`config.mk`:
```
export PLATFORM = sky130hd
export DESIGN_NAME = keylock_wdt
export DESIGN_NICKNAME = d
export VERILOG_FILES = /design/src/rtl/keylock_wdt_pkg.sv /design/src/rtl/keylock_access.sv /design/src/rtl/keylock_regs.sv /design/src/rtl/keylock_timer.sv /design/src/rtl/keylock_wdt.sv
export SDC_FILE = /design/constraint.sdc
export NUM_CORES = 1
export LEC_CHECK = 0
export BUFFER_PORTS_ARGS = -buffer_cell sky130_fd_sc_hd__buf_2
export CAP_MARGIN = 20
export CORE_MARGIN = 3
export CORE_UTILIZATION = 60
export CTS_CLUSTER_DIAMETER = 30
export DETAILED_ROUTE_END_ITERATION = 8
export GPL_TIMING_DRIVEN = 0
export PLACE_DENSITY = 0.92
export RECOVER_POWER = 50
export SKIP_CTS_REPAIR_TIMING = 1
export SLEW_MARGIN = 10
export SYNTH_ARGS = -nofsm -noshare
export SYNTH_HDL_FRONTEND = slang
export SYNTH_SLANG_ARGS = --single-unit
```
`constraint.sdc`:
```
create_clock -name clk -period 3.5 [get_ports clk]
set_input_delay 0.35 -clock clk [delete_from_list [all_inputs] [get_ports clk]]
set_output_delay 0.35 -clock clk [all_outputs]
set_load 0.05 [all_outputs]
```
`src/rtl/keylock_wdt_pkg.sv`:
```
package keylock_wdt_pkg;
    localparam int BUS_W = 8;

    typedef enum logic [1:0] {
        ACC_LOCKED = 2'd0,
        ACC_HALF   = 2'd1,
        ACC_OPEN   = 2'd2
    } acc_state_t;

    localparam logic [BUS_W-1:0] KEY_OPEN  = 8'h87;
    localparam logic [BUS_W-1:0] KEY_CLOSE = 8'hAA;
    localparam logic [BUS_W-1:0] IDX_PAGE  = 8'h07;
    localparam logic [BUS_W-1:0] PAGE_WDT  = 8'h08;
    localparam logic [BUS_W-1:0] REG_EN    = 8'h30;
    localparam logic [BUS_W-1:0] REG_UNIT  = 8'hF5;
    localparam logic [BUS_W-1:0] REG_COUNT = 8'hF6;
    localparam logic [BUS_W-1:0] REG_EVT   = 8'hF7;
endpackage

```
`src/rtl/keylock_access.sv`:
```
module keylock_access
    import keylock_wdt_pkg::*;
(
    input  logic             clk,
    input  logic             rst_n,
    input  logic             wr,
    input  logic             sel_data,
    input  logic [BUS_W-1:0] wdata,
    output acc_state_t       state,
    output logic [BUS_W-1:0] index_q,
    output logic             granted
);
    acc_state_t       state_q, state_d;
    logic [BUS_W-1:0] page_q;
    logic             idx_wr, dat_wr;

    assign idx_wr = wr && !sel_data;
    assign dat_wr = wr && sel_data;

    // next-state logic
    always_comb begin
        state_d = state_q;
        unique case (state_q)
            ACC_LOCKED: if (idx_wr && wdata == KEY_OPEN) state_d = ACC_HALF;
            ACC_HALF: begin
                if (idx_wr && wdata == KEY_OPEN) state_d = ACC_OPEN;
                else if (wr)                     state_d = ACC_LOCKED;
            end
            ACC_OPEN:   if (idx_wr && wdata == KEY_CLOSE) state_d = ACC_LOCKED;
            default:    state_d = ACC_LOCKED;
        endcase
    end

    // state register
    always_ff @(posedge clk or negedge rst_n) begin
        if (!rst_n) state_q <= ACC_LOCKED;
        else        state_q <= state_d;
    end

    // output registers: index and page, cleared whenever not open
    always_ff @(posedge clk or negedge rst_n) begin
        if (!rst_n) begin
            index_q <= '0;
            page_q  <= '0;
        end else if (state_q != ACC_OPEN) begin
            index_q <= '0;
            page_q  <= '0;
        end else begin
            if (idx_wr && wdata != KEY_CLOSE) index_q <= wdata;
            if (dat_wr && index_q == IDX_PAGE) page_q <= wdata;
        end
    end

    assign state   = state_q;
    assign granted = (state_q == ACC_OPEN) && (page_q == PAGE_WDT);
endmodule

```
`src/rtl/keylock_regs.sv`:
```
module keylock_regs
    import keylock_wdt_pkg::*;
#(
    parameter int CNT_W = 8
) (
    input  logic             clk,
    input  logic             rst_n,
    input  logic             wr_ok,
    input  logic             rd_ok,
    input  logic [BUS_W-1:0] index,
    input  logic [BUS_W-1:0] wdata,
    input  logic [CNT_W-1:0] count,
    output logic             en,
    output logic             unit_min,
    output logic             kbd_en,
    output logic             mouse_en,
    output logic             load,
    output logic [BUS_W-1:0] rdata
);
    always_ff @(posedge clk or negedge rst_n) begin
        if (!rst_n) begin
            en       <= 1'b0;
            unit_min <= 1'b0;
            kbd_en   <= 1'b0;
            mouse_en <= 1'b0;
        end else if (wr_ok) begin
            if (index == REG_EN)   en       <= wdata[0];
            if (index == REG_UNIT) unit_min <= wdata[3];
            if (index == REG_EVT) begin
                kbd_en   <= wdata[6];
                mouse_en <= wdata[7];
            end
        end
    end

    assign load = wr_ok && (index == REG_COUNT);

    always_comb begin
        rdata = 8'hFF;
        if (rd_ok) begin
            case (index)
                REG_EN:    rdata = {7'b0, en};
                REG_UNIT:  rdata = {4'b0, unit_min, 3'b0};
                REG_COUNT: rdata = BUS_W'(count);
                REG_EVT:   rdata = {mouse_en, kbd_en, 6'b0};
                default:   rdata = 8'hFF;
            endcase
        end
    end
endmodule

```
`src/rtl/keylock_timer.sv`:
```
module keylock_timer #(
    parameter int CNT_W = 8
) (
    input  logic             clk,
    input  logic             rst_n,
    input  logic             load,
    input  logic [CNT_W-1:0] load_val,
    input  logic             active,
    input  logic             unit_min,
    input  logic             tick_sec,
    input  logic             tick_min,
    input  logic             kbd_evt,
    input  logic             mouse_evt,
    input  logic             kbd_en,
    input  logic             mouse_en,
    output logic [CNT_W-1:0] count,
    output logic             tick_sel,
    output logic             evt_reload,
    output logic             expired
);
    logic [CNT_W-1:0] timeout_q, count_q;

    assign tick_sel   = unit_min ? tick_min : tick_sec;
    assign evt_reload = active && ((kbd_evt && kbd_en) || (mouse_evt && mouse_en));

    always_ff @(posedge clk or negedge rst_n) begin
        if (!rst_n) begin
            timeout_q <= '0;
            count_q   <= '0;
        end else if (load) begin
            timeout_q <= load_val;
            count_q   <= load_val;
        end else if (evt_reload) begin
            count_q <= timeout_q;
        end else if (active && tick_sel && count_q != '0) begin
            count_q <= count_q - 1'b1;
        end
    end

    assign count   = count_q;
    assign expired = active && (count_q == '0);
endmodule

```
`src/rtl/keylock_wdt.sv`:
```
module keylock_wdt
    import keylock_wdt_pkg::*;
#(
    parameter int CNT_W = 8
) (
    input  logic             clk,
    input  logic             rst_n,
    input  logic             bus_wr,
    input  logic             bus_rd,
    input  logic             bus_sel_data,
    input  logic [BUS_W-1:0] bus_wdata,
    output logic [BUS_W-1:0] bus_rdata,
    input  logic             tick_sec,
    input  logic             tick_min,
    input  logic             kbd_evt,
    input  logic             mouse_evt,
    input  logic             hw_permit,
    output logic             wdt_reset
);
    acc_state_t       acc_state;
    logic [BUS_W-1:0] index_q;
    logic             granted, wr_ok, rd_ok;
    logic             en, unit_min, kbd_en, mouse_en, load, active;
    logic             tick_sel, evt_reload;
    logic [CNT_W-1:0] count;

    keylock_access u_access (
        .clk(clk), .rst_n(rst_n), .wr(bus_wr), .sel_data(bus_sel_data),
        .wdata(bus_wdata), .state(acc_state), .index_q(index_q), .granted(granted)
    );

    assign wr_ok  = bus_wr && bus_sel_data && granted;
    assign rd_ok  = bus_rd && bus_sel_data && granted;
    assign active = en && hw_permit;

    keylock_regs #(.CNT_W(CNT_W)) u_regs (
        .clk(clk), .rst_n(rst_n), .wr_ok(wr_ok), .rd_ok(rd_ok), .index(index_q),
        .wdata(bus_wdata), .count(count), .en(en), .unit_min(unit_min),
        .kbd_en(kbd_en), .mouse_en(mouse_en), .load(load), .rdata(bus_rdata)
    );

    keylock_timer #(.CNT_W(CNT_W)) u_timer (
        .clk(clk), .rst_n(rst_n), .load(load), .load_val(CNT_W'(bus_wdata)),
        .active(active), .unit_min(unit_min), .tick_sec(tick_sec), .tick_min(tick_min),
        .kbd_evt(kbd_evt), .mouse_evt(mouse_evt), .kbd_en(kbd_en), .mouse_en(mouse_en),
        .count(count), .tick_sel(tick_sel), .evt_reload(evt_reload), .expired(wdt_reset)
    );
endmodule

```
## Word level (Yosys, flattened, before mapping)

Cells that the tools add are included.

| storage, ports and cells | value |
|---|---|
| bits in registers | 38 |

| cells by class | value |
|---|---|
| reduce and logical (&&, ||, !) cells | 30 |
| multiplexer cells | 15 |
| $add $sub $neg | 1 |
| eq/ne operators | 15 |

Operator list:

| kind | count |
|---|---|
| $mux 8 | 8 |
| $eq 8x8->1 const B | 5 |
| $pmux 8 s4 | 1 |
| $logic_and 1x1->1 | 18 |
| $eq 8x3->1 const B | 1 |
| $eq 8x4->1 const B | 1 |
| $eq 8x6->1 const B | 1 |
| $logic_not 8->1 | 1 |
| $mux 2 | 4 |
| $ne 8x8->1 const B | 1 |
| $reduce_bool 8->1 | 1 |
| $sub 8x1->8 const B | 1 |
| $pmux 2 s3 | 1 |
| $reduce_and 2->1 | 3 |
| $ne 2x1->1 const B | 2 |
| $reduce_bool 2->1 | 2 |
| $ne 3x2->1 const B | 1 |
| $reduce_and 3->1 | 1 |
| $reduce_bool 3->1 | 1 |
| $eq 2x1->1 const B | 1 |
| $eq 2x2->1 const B | 1 |
| $logic_not 2->1 | 1 |
| $ne 2x2->1 const B | 1 |
| $logic_not 1->1 | 1 |
| other kinds (2) | 2 |

## Longest topological paths before layout

Gate-level depths: netlist (run 1).

| logic depth | value |
|---|---|
| depth after elaboration | 6 |
| depth in mapped cells | 7 |
| mapped depth without buffers | 7 |

## Cells and area by module

A second synthesis (run 1) with hierarchy kept.

| second synthesis, totals | value |
|---|---|
| cells, all modules | 220 |
| area, all modules | 2,227.1 um^2 |

Modules (own cells, without submodules):

| module | cells an instance | times used | area an instance (um^2) | seq. area each (um^2) |
|---|---|---|---|---|
| keylock_timer | 100 | 1 | 962.2 | 400.4 |
| keylock_access | 79 | 1 | 882.1 | 450.4 |
| keylock_regs | 38 | 1 | 364.1 | 100.1 |
| keylock_wdt | 3 | 1 | 18.8 | 0.0 |

## Worst setup path before layout (run 1)

Ideal clock, no wire load.

| timing | value |
|---|---|
| path type | register -> output |
| from | register u_timer.count_q[0], in the netlist u_timer.count[0] |
| to | output port wdt_reset |
| arrival | 1.742 ns |
| stages on the path, launching flop included | 6 |
| path buffers | 0 |
| slack | 1.408 ns |
| cell sequence | dfrtp_1 > inv_1 > ha_1 > nor3b_2 > nand2_1 > nor2_1 |

| on the way | value |
|---|---|
| longest elaborated chain between the ends | 2 |

Ends and longest elaborated chain:

| what | RTL line | RTL |
|---|---|---|
| from (decl) | keylock_timer.sv:21 | `logic [CNT_W-1:0] timeout_q, count_q;` |
| from (signal assigned) | keylock_timer.sv:32 | `count_q <= load_val;` |
| from (signal assigned) | keylock_timer.sv:34 | `count_q <= timeout_q;` |
| from (signal assigned) | keylock_timer.sv:36 | `count_q <= count_q - 1'b1;` |
| $logic_not 8->1 | keylock_timer.sv:41 | `assign expired = active && (count_q == '0);` |
| $logic_and 1x1->1 | keylock_timer.sv:41 |  |
| to (decl) | keylock_wdt.sv:18 | `output logic wdt_reset` |

Every way passes these cells.

## Final worst setup path (run 1)

| timing | value |
|---|---|
| from | register u_access.page_q[7] |
| to | output port bus_rdata[0] |

| on the way | value |
|---|---|
| longest elaborated chain between the ends | 4 |

Ends and longest elaborated chain:

| what | RTL line | RTL |
|---|---|---|
| from (decl) | keylock_access.sv:14 | `logic [BUS_W-1:0] page_q;` |
| from (signal assigned) | keylock_access.sv:50 | `if (dat_wr && index_q == IDX_PAGE) page_q <= wdata;` |
| $eq 8x4->1 | keylock_access.sv:55 | `assign granted = (state_q == ACC_OPEN) && (page_q == PAGE_WDT);` |
| $logic_and 1x1->1 | keylock_access.sv:55 |  |
| $logic_and 1x1->1 | keylock_wdt.sv:33 | `assign rd_ok = bus_rd && bus_sel_data && granted;` |
| $mux 8 | keylock_regs.sv:40 | `if (rd_ok) begin` |
| to (decl) | keylock_wdt.sv:12 | `output logic [BUS_W-1:0] bus_rdata,` |

Every way passes these cells.

==> results of run 1 <==
## synth_stat cells (2+ instances only)
master	instances	share of area [%]
nand2_1	37	6.7
a21oi_1	5	1.2
nand2b_1	4	1.2
and4_1	2	0.85
a21o_1	6	2.2
nor4_1	3	0.91
a31o_2	2	0.85
and3_1	2	0.61
nor2_1	14	2.5
a31oi_1	2	0.61
inv_1	3	0.55
o21bai_1	2	0.73
dfrtp_1	38	46
nand3_1	6	1.5
o211ai_1	2	0.73
and2_1	2	0.61
a22o_1	18	7.6
a22oi_1	3	1.1
buf_2	3	0.73
clkbuf_1	2	0.36
or2_1	2	0.61
nor2b_1	3	0.91
o21ai_0	5	1.2
o21ai_1	2	0.48
xnor2_1	5	2.1
nand4_1	2	0.61
mux2_2	6	3.3
nor3_1	9	2.2
## flip-flops by register name, summed over array words and instances (netlist names)
register,flops
u_regs.mouse_en,1
u_regs.unit_min,1
u_access.index_q,8
u_timer.timeout_q,8
u_access.state,2
u_regs.kbd_en,1
u_access.page_q,8
u_timer.count,8
u_regs.en,1
## power by group through the flow
stage | registers [mW] | clock network (mW) | logic (mW)
2_1_floorplan | 0.488 | 0 | 0.0677
3_3_place_gp | 0.494 | 0 | 0.103
3_5_place_dp | 0.495 | 0 | 0.106
4_1_cts | 0.487 | 0.249 | 0.106
5_1_grt | 0.492 | 0.267 | 0.118
6_report | 0.488 | 0.244 | 0.106
## logic make-up (layout without fill, tap and decap cells)
logic type / after synthesis / after routing / share of synthesized area [%]
AOI/OAI and AO/OA: 55 / 55 / 21.3
xor gates and xnor gates: 5 / 5 / 2.12
adders and majority gates: 1 / 1 / 0.606
buffers and inverters: 9 / 43 / 2.18
DFF: 38 / 38 / 46.1
muxes: 7 / 7 / 3.76
and+or+nand+nor: 95 / 95 / 24.0
## worst paths after layout
check / startpoint / to / slack, ps
worst max-delay path: u_access.page_q[7] / bus_rdata[0] / 820
worst min-delay path: bus_wdata[1] / u_timer.timeout_q[1] / 270
worst max register to register: u_timer.count[0] / u_timer.count[5] / 1430
worst min register to register: u_timer.timeout_q[5] / u_timer.timeout_q[5] / 470
max in group asynchronous: rst_n / u_access.state[0] / 1820
min in group asynchronous: rst_n / u_regs.kbd_en / 540
## cell type report
type / instances / area [um2] / area share [%]
multi-input combinational: 163 / 1070 / 46.2
sequential: 38 / 951 / 41.1
timing repair buffer: 26 / 128 / 5.52
tap: 44 / 55.1 / 2.38
clock buffer: 6 / 51.3 / 2.22
buffer: 6 / 33.8 / 1.46
clock inverter: 2 / 12.5 / 0.541
inverter: 3 / 11.3 / 0.487
## worst register-to-register path, cell delays in order (launching register included)
cell and delay [ps]:
dfrtp_1 450, inv_1 100, ha_1 270, nor3b_2 210, a211oi_2 570, nand3_1 140
a21oi_1 180, o21ai_1 80
## layer usage
metal	global-route usage (%)	vias up	wire [um]	share of wire, %
met2	37.9	76	2200	46
met1	37.1	800	2110	44
met3	5.72	7	408	8.5
met5	0	-	0	0
met4	11.3	0	82	1.7
li1	-	850	-	-
==> flow_metrics.tcl, run 1 <==
set metrics [dict create \
    path_class "reg2out" \
    place_area_um2 2250 \
    place.gp.congestion 0.947 \
    swShare_pct 27.6 \
    final_common_cell "dfrtp_1" \
    synth-edff-count 0 \
    fill_cells 247 \
    drtAntennaViolNets 0 \
    seq_power_share_pct 58.2 \
    ys_types 48 \
    io_pins 27 \
    fin_crit_ps 2680 \
    crit_path_start_kind "register" \
    timing.final.ws_setup_ps 825 \
    ys_seq_area_share_pct 46.1 \
    die_h_um 64.7 \
    design_area_um2 2310 \
    cp.required_ps 3150 \
    coreArea_um2 3180 \
    vias 1733 \
    fin_total_pwr_mw 0.838 \
    antenna_found_initial 0 \
    fin_cells 288 \
    cts_made_buffers 5 \
    netlist_area_um2 2060 \
    internal_power_mw 0.607 \
    reg2reg_depth 7 \
    violations "capacitance limit, slew limit" \
    setup_viol 0 \
    grt_start_max_net_pins 39 \
    numPortBuffers 26 \
    worst-path-stages 5 \
    syn2layout_area_growth_pct 11.9 \
    crit_family "compound AO/OA/AOI/OAI gates" \
    pre_cts_ws_ps 1200 \
    wirelength_mm 4.80 \
    cap_viol_max_count 1 \
    power_density_nw_per_um2 363 \
    grt-ovfl-total 0 \
    post-place-cells 280 \
    worst_pin_slew_ps 1980 \
    clkTransAtPathRegs_ps 110 \
    finalHoldViolCount 0 \
    cts_root_buf "clkbuf_4" \
    ys_seq_elements 38 \
    critical_path_buf_inv_count 1 \
    cp-end-kind "output port" \
    leakage_nw 1.05 \
    die_area_um2 4180 \
    diodes 0 \
    combPwrFrac_pct 12.7 \
    final_util_pct 72.7 \
    place_hpwl_mm 3.51 \
    drv_slew 39 \
    clock_sinks 38 \
    max_freq_ghz 0.374 \
    crit_chain "nor4b_1, and3_1, o2111ai_1, a221o_1, buf_2" \
    postSynthNetCount 229 \
    switchingPower_mw 0.231 \
    fin_nets 262 \
    drive_above_1_share_pct 20.5 \
    fp-row-count 20 \
    fin_setup_tns_ps 0 \
    synth_cells 210 \
    h-tree-depth 2 \
    crit_path_max_fanout 8 \
    status "finished, violations left" \
    grt_pass1_wl_mm 8.14 \
    period_share_pct 76.4 \
    slew_headroom_pct -31.8 \
    grt_setup_unrepaired "no" \
    ys.flop_type "dfrtp_1" \
    whs_ps 274 \
    clk_path_buf_depth 2 \
    cp_data_arrival_time_ps 2330 \
    min_path_type "in2reg" \
    holdPathStages 3 \
    synth_async_sr_flop_share_pct 100 \
    grt_pass1_vias 1626 \
    wl_per_cell_um 16.7 \
    cpMaxStageDelayCell "dfrtp_1" \
    mostFrequentLayoutCells "38 x dfrtp_1, 37 x nand2_1, 27 x buf_2" \
    insertion_delay_ps 350 \
    dr.pass1.iters 4 \
    yosys_warnings 0 \
    grt_usage_pct 25.9 \
    cts_tree "yes" \
    cpPeakStageDelay_ps 400 \
    ir_drop_uv 342 \
    die_w_um 64.7 \
    finClkSkew_ps 15.7 \
    initialDrtViolationCount 147 \
    start_util_pct 65.0 \
    syn_area_per_cell_um2 9.83 \
    clkPwrFrac_pct 29.1 \
    drc 0 \
    vias_per_cell 6.02 \
]
Power figures use the tool's default switching activity.
==> run 2: changes to the inputs <==
- CORE_UTILIZATION: 60 -> 57
- PLACE_DENSITY: 0.92 -> 0.89
- clock period: 3.5 -> 2.8 ns (I/O delays scaled with it)
==> flow_metrics.tcl, run 2 (synthesis results as in run 1) <==
set metrics [dict create \
    cp.required_ps 2520 \
    cp-end-kind "output port" \
    start_util_pct 60.4 \
    grt_pass1_wl_mm 8.29 \
    violations "capacitance limit, slew limit" \
    fin_crit_ps 2650 \
    power_density_nw_per_um2 452 \
    clk_path_buf_depth 2 \
    crit_path_max_fanout 8 \
    finalHoldViolCount 0 \
    clkTransAtPathRegs_ps 110 \
    wirelength_mm 5.05 \
    max_freq_ghz 0.378 \
    slew_headroom_pct -33.5 \
    fin_nets 262 \
    numPortBuffers 26 \
    cpPeakStageDelay_ps 440 \
    leakage_nw 1.05 \
    place_hpwl_mm 3.49 \
    grt_setup_unrepaired "no" \
    grt_usage_pct 25.3 \
    dr.pass1.iters 4 \
    grt_pass1_vias 1692 \
    initialDrtViolationCount 162 \
    ir_drop_uv 261 \
    antenna_found_initial 0 \
    drive_above_1_share_pct 20.9 \
    mostFrequentLayoutCells "38 x dfrtp_1, 37 x nand2_1, 27 x buf_2" \
    vias_per_cell 6.19 \
    die_h_um 66.2 \
    diodes 0 \
    grt_start_max_net_pins 39 \
    period_share_pct 94.5 \
    cp_data_arrival_time_ps 2370 \
    worst_pin_slew_ps 2000 \
    fin_setup_tns_ps 0 \
    vias 1795 \
    die_w_um 66.2 \
    clock_sinks 38 \
    cts_root_buf "clkbuf_4" \
    place.gp.congestion 0.905 \
    coreArea_um2 3420 \
    h-tree-depth 2 \
    die_area_um2 4380 \
    io_pins 27 \
    drtAntennaViolNets 0 \
    path_class "reg2out" \
    cts_made_buffers 5 \
    crit_chain "nor4b_1, and3_1, o2111ai_2, a221o_1, buf_2" \
    min_path_type "in2reg" \
    syn2layout_area_growth_pct 12.4 \
    final_common_cell "dfrtp_1" \
    grt-ovfl-total 0 \
    cap_viol_max_count 1 \
    drv_slew 39 \
    status "finished, violations left" \
    design_area_um2 2320 \
    drc 0 \
    cts_tree "yes" \
    insertion_delay_ps 340 \
    cpMaxStageDelayCell "nor4b_1" \
    wl_per_cell_um 17.4 \
    fp-row-count 21 \
    setup_viol 0 \
    crit_path_start_kind "register" \
    place_area_um2 2250 \
    finClkSkew_ps 10.6 \
]
## run 2: cell count changes in the layout (fill, tap and decap cells not counted)
cell and delta:
o2111ai_2 +1, o2111ai_1 -1
## run 2: routing by layer
metal / up-vias / share of wire (%) / track usage, % / wire (um)
li1: 846 / - / - / -
met1: 877 / 46 / 35.1 / 2300
met2: 64 / 47 / 37.7 / 2350
met3: 8 / 6.0 / 5.78 / 303
met4: 0 / 1.8 / 11.2 / 89
met5: - / 0 / 0 / 0
## run 2: area by class of cell
cell class | count | area, um2
fill | 283 | 1100
multi-input combinational | 163 | 1070
sequential | 38 | 951
timing repair buffer | 26 | 128
tap | 46 | 57.6
clock buffer | 6 | 51.3
buffer | 6 | 33.8
clock inverter | 2 | 12.5
inverter | 3 | 11.3
## run 2: critical path, delay by kind of cell, from the launching register on
| family | cells | cell delay, ps |
|---|---|---|
| AND/OR/NAND/NOR | 2 | 740 |
| flip-flops | 1 | 400 |
| buffers and inverters | 1 | 220 |
| AO/OA/AOI/OAI | 2 | 660 |
## run 2: path summary, 6_finish.rpt
path,start,to,slack (ps),cells after the start
setup / recovery,u_access.page_q[7],bus_rdata[0],150,5
hold / removal,bus_wdata[1],u_timer.timeout_q[1],210,3
setup reg to reg,u_timer.count[0],u_timer.count[5],660,7
hold reg to reg,u_timer.timeout_q[5],u_timer.timeout_q[5],470,2
max in group asynchronous,rst_n,u_access.page_q[5],1160,1
min in group asynchronous,rst_n,u_timer.timeout_q[3],480,1
## run 2: where the power goes
part	internal, mW	switching (mW)
logic	0.0589	0.0772
clock network	0.121	0.182
registers	0.579	0.0314
## run 2: stage by stage
stage	total power [mW]	utilization, %	cells	hold slack (ps)	worst slack, ps
after global routing	1.10	67.9	290	215	63.2
after global placement	0.747	65.9	282	416	522
after detailed placement	0.752	65.9	282	416	423
after floorplan	0.695	-	210	-15.6	778
final	1.05	67.9	290	214	155
after CTS	1.05	67.8	290	35.6	39.9
